==> src/rtl/i2c_chan_switch.sv <==
module i2c_chan_switch #(
  parameter logic [6:0] SLV_ADDR = 7'b1110000
) (
  input  logic clk,
  input  logic rst_n,
  input  logic scl_in,
  input  logic sda_in,
  output logic sda_drive_low,
  output logic chan0_en,
  output logic chan1_en
);

  typedef enum logic [2:0] {ST_IDLE, ST_ADDR, ST_WR, ST_RD, ST_IGN} state_t;

  logic [1:0] scl_ff, sda_ff;
  logic       scl_q, sda_q;
  state_t     state;
  logic [3:0] bitcnt;
  logic [7:0] shreg;
  logic       ack_ph, rw, nack, sda_oe;
  logic [2:0] ctrl;

  wire scl_s     = scl_ff[1];
  wire sda_s     = sda_ff[1];
  wire start_det = scl_s & scl_q & sda_q & ~sda_s;
  wire stop_det  = scl_s & scl_q & ~sda_q & sda_s;
  wire scl_rise  = scl_s & ~scl_q;
  wire scl_fall  = ~scl_s & scl_q;
  wire [7:0] rd_byte = {5'b0, ctrl};
  wire active    = (state == ST_ADDR) || (state == ST_WR) || (state == ST_RD);

  always_ff @(posedge clk or negedge rst_n) begin
    if (!rst_n) begin
      scl_ff <= 2'b11;
      sda_ff <= 2'b11;
      scl_q  <= 1'b1;
      sda_q  <= 1'b1;
    end else begin
      scl_ff <= {scl_ff[0], scl_in};
      sda_ff <= {sda_ff[0], sda_in};
      scl_q  <= scl_s;
      sda_q  <= sda_s;
    end
  end

  always_ff @(posedge clk or negedge rst_n) begin
    if (!rst_n) begin
      state  <= ST_IDLE;
      bitcnt <= 4'd0;
      shreg  <= 8'd0;
      ack_ph <= 1'b0;
      rw     <= 1'b0;
      nack   <= 1'b0;
      sda_oe <= 1'b0;
      ctrl   <= 3'd0;
    end else if (start_det) begin
      state  <= ST_ADDR;
      bitcnt <= 4'd0;
      ack_ph <= 1'b0;
      sda_oe <= 1'b0;
    end else if (stop_det) begin
      state  <= ST_IDLE;
      ack_ph <= 1'b0;
      sda_oe <= 1'b0;
    end else if (active) begin
      if (scl_rise) begin
        if (!ack_ph) begin
          shreg  <= {shreg[6:0], sda_s};
          bitcnt <= bitcnt + 4'd1;
        end else begin
          nack <= sda_s;
        end
      end else if (scl_fall) begin
        if (!ack_ph && bitcnt == 4'd8) begin
          ack_ph <= 1'b1;
          case (state)
            ST_ADDR: begin
              if (shreg[7:1] == SLV_ADDR) begin
                sda_oe <= 1'b1;
                rw     <= shreg[0];
              end else begin
                state <= ST_IGN;
              end
            end
            ST_WR:   sda_oe <= 1'b1;
            default: sda_oe <= 1'b0;
          endcase
        end else if (ack_ph) begin
          ack_ph <= 1'b0;
          bitcnt <= 4'd0;
          case (state)
            ST_ADDR: begin
              if (rw) begin
                state  <= ST_RD;
                shreg  <= rd_byte;
                sda_oe <= ~rd_byte[7];
              end else begin
                state  <= ST_WR;
                sda_oe <= 1'b0;
              end
            end
            ST_WR: begin
              ctrl   <= shreg[2:0];
              sda_oe <= 1'b0;
            end
            default: begin
              if (nack) begin
                state  <= ST_IGN;
                sda_oe <= 1'b0;
              end else begin
                shreg  <= rd_byte;
                sda_oe <= ~rd_byte[7];
              end
            end
          endcase
        end else if (state == ST_RD) begin
          sda_oe <= ~shreg[7];
        end
      end
    end
  end

  assign sda_drive_low = sda_oe;
  assign chan0_en      = (ctrl == 3'b100);
  assign chan1_en      = (ctrl == 3'b101);

endmodule


==> config.mk <==
export PLATFORM = sky130hd
export DESIGN_NAME = i2c_chan_switch
export DESIGN_NICKNAME = d
export VERILOG_FILES = /design/src/rtl/i2c_chan_switch.sv
export SDC_FILE = /design/constraint.sdc
export NUM_CORES = 1
export LEC_CHECK = 0
export ABC_AREA = 1
export ABC_CLOCK_PERIOD_IN_PS = 1570
export BUFFER_PORTS_ARGS = -buffer_cell sky130_fd_sc_hd__buf_2
export CORE_MARGIN = 4
export CORE_UTILIZATION = 40
export DETAILED_ROUTE_END_ITERATION = 8
export PLACE_DENSITY = 0.67
export RECOVER_POWER = 100
export SETUP_SLACK_MARGIN = 0.5
export SLEW_MARGIN = 20
export SYNTH_ARGS = -nofsm -noshare
export SYNTH_HDL_FRONTEND = slang
export SYNTH_SLANG_ARGS = --single-unit
==> constraint.sdc <==
create_clock -name clk -period 1.57 [get_ports clk]
set_clock_uncertainty 0.1 [all_clocks]
set_input_delay 0.157 -clock clk [delete_from_list [all_inputs] [get_ports clk]]
set_output_delay 0.157 -clock clk [all_outputs]
set_load 0.01 [all_outputs]
==> flow_metrics.py, run 1 <==
metrics = {
    "timing": {
        "tightest_slew_ns": 0.6357,
        "finalSetupViolations": 21,
        "drv_slew": 0,
        "slew_headroom_pct": 57.62,
        "fmax_mhz": 568.8,
        "tns_ns": -2.616,
        "finalCritPeriodShare_pct": 112.0,
        "timing.final.ws_setup_ns": -0.1880,
        "period_needed_ns": 1.758,
        "rsz0062_at_grt": "yes",
        "hold_violations": 0,
    },
    "logic_synthesis": {
        "synth_edf_count": 0,
        "ys_dominant_reg_cell": "dfrtp_1",
        "yosys-top-cells-count": "nand2_1, dfrtp_1, nand3_1",
        "yosysMostFrequentCell": "nand2_1",
        "yosysUniqueCellTypes": 22,
        "ys_ff_latch": 28,
        "yosysWarnings": 0,
        "synth_area_um2": 1560,
        "ys_top_cells_by_area": "dfrtp_1, nand2_1, dfstp_2",
        "async_reset_ff_share_pct": 100.0,
        "synth.largest_area_cell": "dfrtp_1",
        "synth.top_cell.area_share_pct": 35.28,
        "synth_area_per_cell_um2": 7.537,
        "synthCells": 207,
        "syn_nets": 216,
        "ys_seq_area_share_pct": 45.39,
    },
    "power": {
        "seqPwrFrac_pct": 53.4,
        "power_frac_comb_pct": 19.0,
        "p_leak_nw": 1.054,
        "powerDensity_nw_per_um2": 692.6,
        "switching_share_pct": 27.33,
        "ir_drop_uv": 390.1,
        "p_int_w": 0.001072,
        "power.switching_w": 0.0004033,
        "p_clk_share_pct": 27.6,
    },
    "die": {
        "core-area_um2": 3716,
        "initial_core_util_pct": 41.99,
        "rows": 22,
        "ioPinCount": 7,
        "die_area_um2": 4964,
        "dieWidth_um": 70.46,
        "dieHeight_um": 70.46,
    },
    "worst_setup_path": {
        "timing.rr.end": "shreg[5]",
        "ff2ff_setup_slack_ns": -0.19,
        "critPathArrivalTime_ns": 1.83,
        "worst_setup_path_start_kind": "flip-flop",
        "r2r_start": "scl_ff[1]",
        "r2r_cells": 9,
        "path_class": "reg2reg",
        "worst_ep_required_time_ns": 1.64,
        "end_kind": "flip-flop",
        "cp_max_fo": 9,
        "startpoint": "scl_ff[1]",
        "critical_path.endpoint": "shreg[5]",
    },
    "placed_design": {
        "io_buffers": 6,
        "finalWeightedCongestion": 0.8682,
        "hpwl_um": 2550,
    },
    "layout": {
        "areaGrowthSynthToFinish_pct": 36.57,
        "multi_input_area_um2": 878.3,
        "fillers": 362,
        "ff_latch_area_um2": 708.2,
        "diodes": 0,
        "drive_gt1_share_pct": 33.73,
        "fin_util_pct": 57.34,
        "layout.nets": 265,
    },
    "run_status": {
        "violations": "negative setup slack",
        "status": "finished, violations left",
    },
    "clock_network": {
        "cts_tree": "done",
        "clock_sink_count": 28,
        "clk_path_buf_depth": 2,
        "htreeDepth": 1,
        "clk_pin_slew_ns": 0.09,
        "cts_root_buf": "clkbuf_8",
        "clk_latency_ns": 0.28,
        "cts_made_buffers": 3,
    },
    "detailed_routing": {
        "drt_first_pass_iters": 4,
        "via_count": 1473,
        "drc": 0,
        "ant_nets": 0,
        "viasPerCell": 4.861,
        "wire_per_inst_um": 11.58,
        "drt_iter0_drc": 87,
        "routed_wl_um": 3509,
    },
    "min_path": {
        "timing.hold.worst_path_depth": 0,
        "hp-class": "reg2reg",
    },
    "grt": {
        "grt_util_all_layers_pct": 15.27,
        "first_global_vias": 1365,
        "grt_max_degree": 29,
        "grt_first_pass_wirelength_um": 6147,
        "grt_overflow": 0,
        "antenna_found_initial": 0,
    },
    "job": {
        "maxCapViolations": 0,
    },
}
[area by class of cell]
type / count / share of cell area [%]
Clock buffer: 4 / 2.114
Multi-Input combinational cell: 155 / 41.22
Timing Repair Buffer: 45 / 16.44
Sequential cell: 28 / 33.24
Inverter: 23 / 4.169
Tap cell: 48 / 2.819
[layout by cell type (no fill, tap or decap), types with 3 or more instances in the layout]
cell type,synthesis,routed
dlygate4sd3_1,0,3
nor2_1,17,15
buf_4,0,33
buf_2,0,6
nand2_2,1,8
dfstp_2,6,6
clkbuf_8,0,3
nand2_4,2,3
nand2_1,74,65
inv_2,5,6
o21ai_1,1,3
dfrtp_1,22,22
ha_4,0,3
inv_1,18,16
nand3_1,20,19
o21ai_0,16,12
nand4_1,7,7
[registers in the layout (all words and copies together), names as in the netlist]
signal         count
ctrl               3
sda_ff             2
scl_q              1
shreg              8
sda_q              1
scl_ff             2
ack_ph             1
state              3
rw                 1
sda_drive_low      1
bitcnt             4
nack               1
[power by group through the flow]
stage	logic [W]	clock network, W	registers (W)
global placement	0.000243	0	0.000798
finish	0.000280	0.000408	0.000788
detailed placement	0.000243	0	0.000800
floorplan	0.000126	0	0.000803
CTS	0.000261	0.000420	0.000787
global route	0.000316	0.000457	0.000793
[repair_timing]
| item | in CTS | in global routing |
|---|---|---|
| pin swaps | 6 | 7 |
| endpoints found under the setup margin | 25 | 25 |
| setup buffers | 3 | 3 |
| hold buffers | 3 | 0 |
| gates resized for setup | 12 | 13 |
| hold endpoints to repair | 24 | 0 |
[per-layer routing]
metal	share of wire, %	track usage (%)	wire [um]	vias to the layer above
met2	48	24.32	1685	12
li1	-	-	-	762
met1	49	21.42	1711	695
met4	1.3	3.830	45	0
met3	1.9	2.590	66	4
met5	0	0	0	-
[cells by family after synthesis]
group | count (synthesis) | synth area share, %
fa+ha+maj | 5 | 4.010
buf+inv | 24 | 5.773
compound gates | 20 | 6.496
simple gates | 129 | 37.77
xor+xnor | 1 | 0.5614
flops | 28 | 45.39
[worst min path at each step]
stage | slack [ns] | endpoint | startpoint
3_5_place_dp | 0.12 | nack | rst_n
4_1_cts | 0.26 | sda_ff[1] | sda_ff[0]
3_3_place_gp | 0.12 | bitcnt[2] | rst_n
5_1_grt | 0.27 | sda_ff[1] | sda_ff[0]
6_report | 0.26 | sda_ff[1] | sda_ff[0]
2_1_floorplan | -0.24 | ack_ph | rst_n
[per-stage QoR]
step                std cells  hold slack, ns   power, W  setup WS [ns]  instance area (um2)
global placement          290          0.1235   0.001041        -0.1618                 1926
finish                    303          0.2622   0.001476        -0.1880                 2131
global route              303          0.2684   0.001566        -0.2771                 2131
CTS                       300          0.2646   0.001468        -0.1690                 2062
detailed placement        290          0.1233   0.001044        -0.1936                 1926
floorplan                 207         -0.2386  0.0009283       -0.09337                 1602
[worst max-delay path: stages, from the launching register on]
cell and delay (ns):
dfstp_2 0.60, ha_4 0.19, inv_4 0.05, nand2_2 0.07, nand3_4 0.09, nor3_4 0.21, buf_12 0.16, nand2_8 0.07
nand2_1 0.07, nand2_1 0.05
No activity file was read; power rests on OpenSTA's default activity.
==> inputs of run 2 (changes only) <==
- ABC_CLOCK_PERIOD_IN_PS: 1570 -> 1950
- PLACE_DENSITY: 0.67 -> 0.65
- clock period: 1.57 -> 1.95 ns (I/O delays scaled with it)
==> flow_metrics.py, run 2 (synthesized netlist as in run 1, its figures left out) <==
metrics = {
    "run_status": {
        "status": "completed",
    },
    "clock_network": {
        "cts_made_buffers": 3,
        "clock_sink_count": 28,
        "cts_root_buf": "clkbuf_8",
        "htreeDepth": 1,
        "clk_pin_slew_ns": 0.10,
        "cts_tree": "done",
        "clk_latency_ns": 0.28,
        "clk_path_buf_depth": 2,
    },
    "grt": {
        "first_global_vias": 1313,
        "grt_util_all_layers_pct": 14.96,
        "grt_overflow": 0,
        "grt_max_degree": 29,
        "antenna_found_initial": 0,
        "grt_first_pass_wirelength_um": 5947,
    },
    "detailed_routing": {
        "routed_wl_um": 3397,
        "ant_nets": 0,
        "wire_per_inst_um": 11.88,
        "drt_iter0_drc": 82,
        "drt_first_pass_iters": 4,
        "viasPerCell": 4.853,
        "drc": 0,
        "via_count": 1388,
    },
    "layout": {
        "ff_latch_area_um2": 708.2,
        "areaGrowthSynthToFinish_pct": 32.40,
        "reg_top3": "shreg: 8 flops, bitcnt: 4 flops",
        "final_cell_mix": "nand2_1, dfrtp_1, nand3_1",
        "largest_reg_flops": 8,
        "multi_input_area_um2": 904.6,
        "fillers": 366,
        "layout.nets": 248,
        "drive_gt1_share_pct": 30.25,
        "largest_register": "shreg",
        "fin_util_pct": 55.59,
        "diodes": 0,
        "final_common_cell": "nand2_1",
    },
    "worst_setup_path": {
        "worst_setup_path_start_kind": "flip-flop",
        "r2r_cells": 9,
        "startpoint": "scl_ff[1]",
        "worst_ep_required_time_ns": 2.07,
        "path_class": "reg2reg",
        "end_kind": "flip-flop",
        "timing.rr.end": "state[0]",
        "cp_max_fo": 5,
        "critical_path.endpoint": "state[0]",
        "critPathArrivalTime_ns": 1.92,
        "ff2ff_setup_slack_ns": 0.16,
        "r2r_start": "scl_ff[1]",
    },
    "power": {
        "powerDensity_nw_per_um2": 626.2,
        "ir_drop_uv": 488.3,
        "p_leak_nw": 0.9899,
        "total_power_w": 0.001294,
    },
    "timing": {
        "hold_violations": 0,
        "finalCritPeriodShare_pct": 92.00,
        "finalSetupViolations": 0,
        "tightest_slew_ns": 0.6951,
        "fmax_mhz": 557.4,
        "tns_ns": 0,
        "period_needed_ns": 1.794,
        "rsz0062_at_grt": "yes",
        "drv_slew": 0,
        "hold_slack_ns": 0.2646,
        "slew_headroom_pct": 53.66,
    },
    "die": {
        "ioPinCount": 7,
        "rows": 22,
        "dieWidth_um": 70.46,
        "initial_core_util_pct": 41.99,
        "dieHeight_um": 70.46,
        "die_area_um2": 4964,
        "core-area_um2": 3716,
    },
    "placed_design": {
        "io_buffers": 6,
        "hpwl_um": 2338,
        "finalWeightedCongestion": 0.8762,
    },
    "job": {
        "maxCapViolations": 0,
    },
    "min_path": {
        "hp-class": "reg2reg",
    },
}
run 2: final cells by class:
| class | count | share of cell area, % |
|---|---|---|
| tap | 48 | 2.907 |
| inverter | 23 | 4.179 |
| clock buffer | 3 | 1.999 |
| multi-input combinational | 155 | 43.79 |
| clock inverter | 1 | 1.454 |
| sequential | 28 | 34.28 |
| timing repair buffer | 28 | 11.39 |
run 2: worst min-delay path by stage:
stage / cells past startpoint / start / slack (ns) / to
2_1_floorplan: 0 / rst_n / -0.20 / ack_ph
3_3_place_gp: 1 / rst_n / 0.16 / bitcnt[0]
3_5_place_dp: 1 / rst_n / 0.16 / state[0]
4_1_cts: 0 / sda_ff[0] / 0.26 / sda_ff[1]
5_1_grt: 0 / sda_ff[0] / 0.27 / sda_ff[1]
6_report: 0 / sda_ff[0] / 0.26 / sda_ff[1]
run 2: worst max-delay path, cell delays in order (launching register included):
cell and delay, ns:
dfstp_1 0.59, buf_4 0.15, ha_4 0.18, nand3_4 0.11
nand2_4 0.12, nor2_1 0.06, nand2_1 0.13, buf_4 0.13
nand4_1 0.09, nand2_1 0.08
run 2: through the flow:
step | cells | setup slack (ns) | cell area [um2]
after floorplan | 207 | 0.2866 | 1602
after global placement | 260 | 0.1188 | 1688
after detailed placement | 260 | 0.03753 | 1688
after CTS | 284 | 0.2045 | 2017
after global routing | 286 | 0.06041 | 2066
final | 286 | 0.1561 | 2066
run 2: metal layers:
| layer | up-vias | global-route usage, % | share of wire [%] |
|---|---|---|---|
| met5 | - | 0 | 0 |
| met1 | 637 | 18.88 | 49 |
| met4 | 0 | 4.468 | 1.6 |
| met3 | 6 | 3.597 | 2.8 |
| li1 | 732 | - | - |
| met2 | 13 | 25.16 | 47 |
run 2: timing repair:
item,4_1_cts,5_1_grt
gates resized for setup,19,17
buffers inserted,16,2
hold buffers,3,0
hold endpoints to repair,24,0
pin swaps,9,14
gates cloned,1,0
setup endpoints to repair,22,22
run 2: report_power, final:
group	internal, W	leakage, nW	switching, W
registers	0.000612	0.364	0.0000225
clock network	0.000275	0.0357	0.000185
logic	0.0000798	0.590	0.000120
total	0.000967	0.990	0.000327
==> inputs of run 3 (changes only) <==
- PLACE_DENSITY: 0.65 -> default
- PLACE_DENSITY_LB_ADDON: default -> 0.08
==> flow_metrics.py, run 3 (synthesized netlist as in run 1, its figures left out) <==
metrics = {
    "clock_network": {
        "cts_made_buffers": 3,
        "cts_tree": "done",
        "clk_path_buf_depth": 2,
        "clock_sink_count": 28,
        "clk_latency_ns": 0.27,
        "clk_pin_slew_ns": 0.09,
        "htreeDepth": 1,
        "cts_root_buf": "clkbuf_8",
    },
    "placed_design": {
        "place_area_um2": 1688,
        "io_buffers": 6,
        "hpwl_um": 2539,
        "finalWeightedCongestion": 0.9312,
    },
    "die": {
        "core-area_um2": 3716,
        "dieWidth_um": 70.46,
        "die_area_um2": 4964,
        "rows": 22,
        "initial_core_util_pct": 41.99,
        "ioPinCount": 7,
        "dieHeight_um": 70.46,
    },
    "detailed_routing": {
        "wire_per_inst_um": 13.39,
        "via_count": 1408,
        "ant_nets": 0,
        "drc": 0,
        "drt_first_pass_iters": 4,
        "routed_wl_um": 3749,
        "viasPerCell": 5.029,
        "drt_iter0_drc": 62,
    },
    "grt": {
        "grt_max_degree": 29,
        "grt_util_all_layers_pct": 15.56,
        "first_global_vias": 1332,
        "antenna_found_initial": 0,
        "grt_first_pass_wirelength_um": 6272,
        "grt_overflow": 0,
    },
    "timing": {
        "finalSetupViolations": 0,
        "fmax_mhz": 549.0,
        "finalCritPeriodShare_pct": 93.41,
        "tightest_slew_ns": 0.6936,
        "drv_slew": 0,
        "slew_headroom_pct": 53.76,
        "hold_violations": 0,
        "period_needed_ns": 1.822,
        "rsz0062_at_grt": "yes",
        "tns_ns": 0,
    },
    "worst_setup_path": {
        "cp_slowest_cell": "dfstp_2",
        "path_class": "reg2reg",
        "crit_chain": "ha_4, inv_6, nand2_4, nand3_2, nor3_4, buf_12, nand2_8, nand2_1, nand2_2",
        "critPathArrivalTime_ns": 1.89,
        "critical-path-max-stage-delay_ns": 0.60,
        "worst_ep_required_time_ns": 2.02,
        "end_kind": "flip-flop",
        "cp_max_fo": 8,
        "worst_setup_path_start_kind": "flip-flop",
    },
    "layout": {
        "layout.nets": 242,
        "diodes": 0,
        "reg_top3": "shreg: 8 flops, bitcnt: 4 flops",
        "areaGrowthSynthToFinish_pct": 33.52,
        "final_common_cell": "nand2_1",
        "fin_area_um2": 2083,
        "drive_gt1_share_pct": 35.34,
        "largest_register": "shreg",
        "final_cell_mix": "nand2_1, dfrtp_1, nand2_2",
        "largest_reg_flops": 8,
    },
    "min_path": {
        "hp-class": "reg2reg",
    },
    "power": {
        "p_leak_nw": 0.9755,
        "powerDensity_nw_per_um2": 575.0,
        "ir_drop_uv": 303.1,
        "total_power_w": 0.001198,
    },
    "run_status": {
        "status": "completed",
    },
    "job": {
        "maxCapViolations": 0,
    },
}
[run 3: changes by cell type in the layout (fill, tap and decap cells not counted), sizes merged]
cell	delta
bufinv	-1
buf	-5
[run 3: cell type report]
type	instances	area (um2)
clock buffer	4	55.05
fill	359	1633
inverter	23	91.34
multi-input combinational	155	964.7
sequential	28	708.2
tap	48	60.06
timing repair buffer	22	203.9
[run 3: report_power, final]
group          internal (W)  switching [W]
sequential         0.000612      0.0000227
clock              0.000181       0.000173
combinational     0.0000814       0.000128
total              0.000874       0.000324
[run 3: routing by layer]
metal / vias to the layer above / track usage [%] / share of wire, % / wire length (um)
met5: - / 0 / 0 / 0
li1: 716 / - / - / -
met1: 675 / 21.58 / 46 / 1729
met3: 4 / 2.158 / 2.2 / 83
met4: 0 / 4.043 / 1.1 / 40
met2: 13 / 25.36 / 51 / 1896
[run 3: worst max-delay path, delay by kind of cell (launching register included)]
| family | cells | cell delay, ns |
|---|---|---|
| buffers and inverters | 2 | 0.20 |
| adders and majority gates | 1 | 0.23 |
| and+or+nand+nor | 6 | 0.58 |
| DFF | 1 | 0.60 |
[run 3: worst paths after layout]
path	startpoint	endpoint	slack, ns	depth (start not counted)
max	scl_ff[1]	shreg[4]	0.13	9
min	scl_ff[0]	scl_ff[1]	0.26	0
max reg2reg	scl_ff[1]	shreg[4]	0.13	9
min reg2reg	scl_ff[0]	scl_ff[1]	0.26	0
max in group asynchronous	rst_n	shreg[3]	0.92	2
min in group asynchronous	rst_n	bitcnt[2]	0.39	2
[run 3: timing repair]
action                                  4_1_cts  5_1_grt
resized for setup                            12       50
buffers inserted                              7        5
pin swaps                                     7        8
hold endpoints to repair                     24        0
gates cloned                                  1        0
endpoints found under the setup margin       22       23
hold buffers                                  3        0
[run 3: per-stage QoR]
stage | util [%] | worst slack (ns) | std cells | hold WS [ns]
5_1_grt | 56.06 | 0.04261 | 280 | 0.2713
6_report | 56.06 | 0.1285 | 280 | 0.2602
3_3_place_gp | 45.42 | 0.1165 | 260 | 0.1393
3_5_place_dp | 45.42 | 0.05625 | 260 | 0.1519
4_1_cts | 51.28 | 0.1542 | 275 | 0.2622
2_1_floorplan | - | 0.2866 | 207 | -0.2006
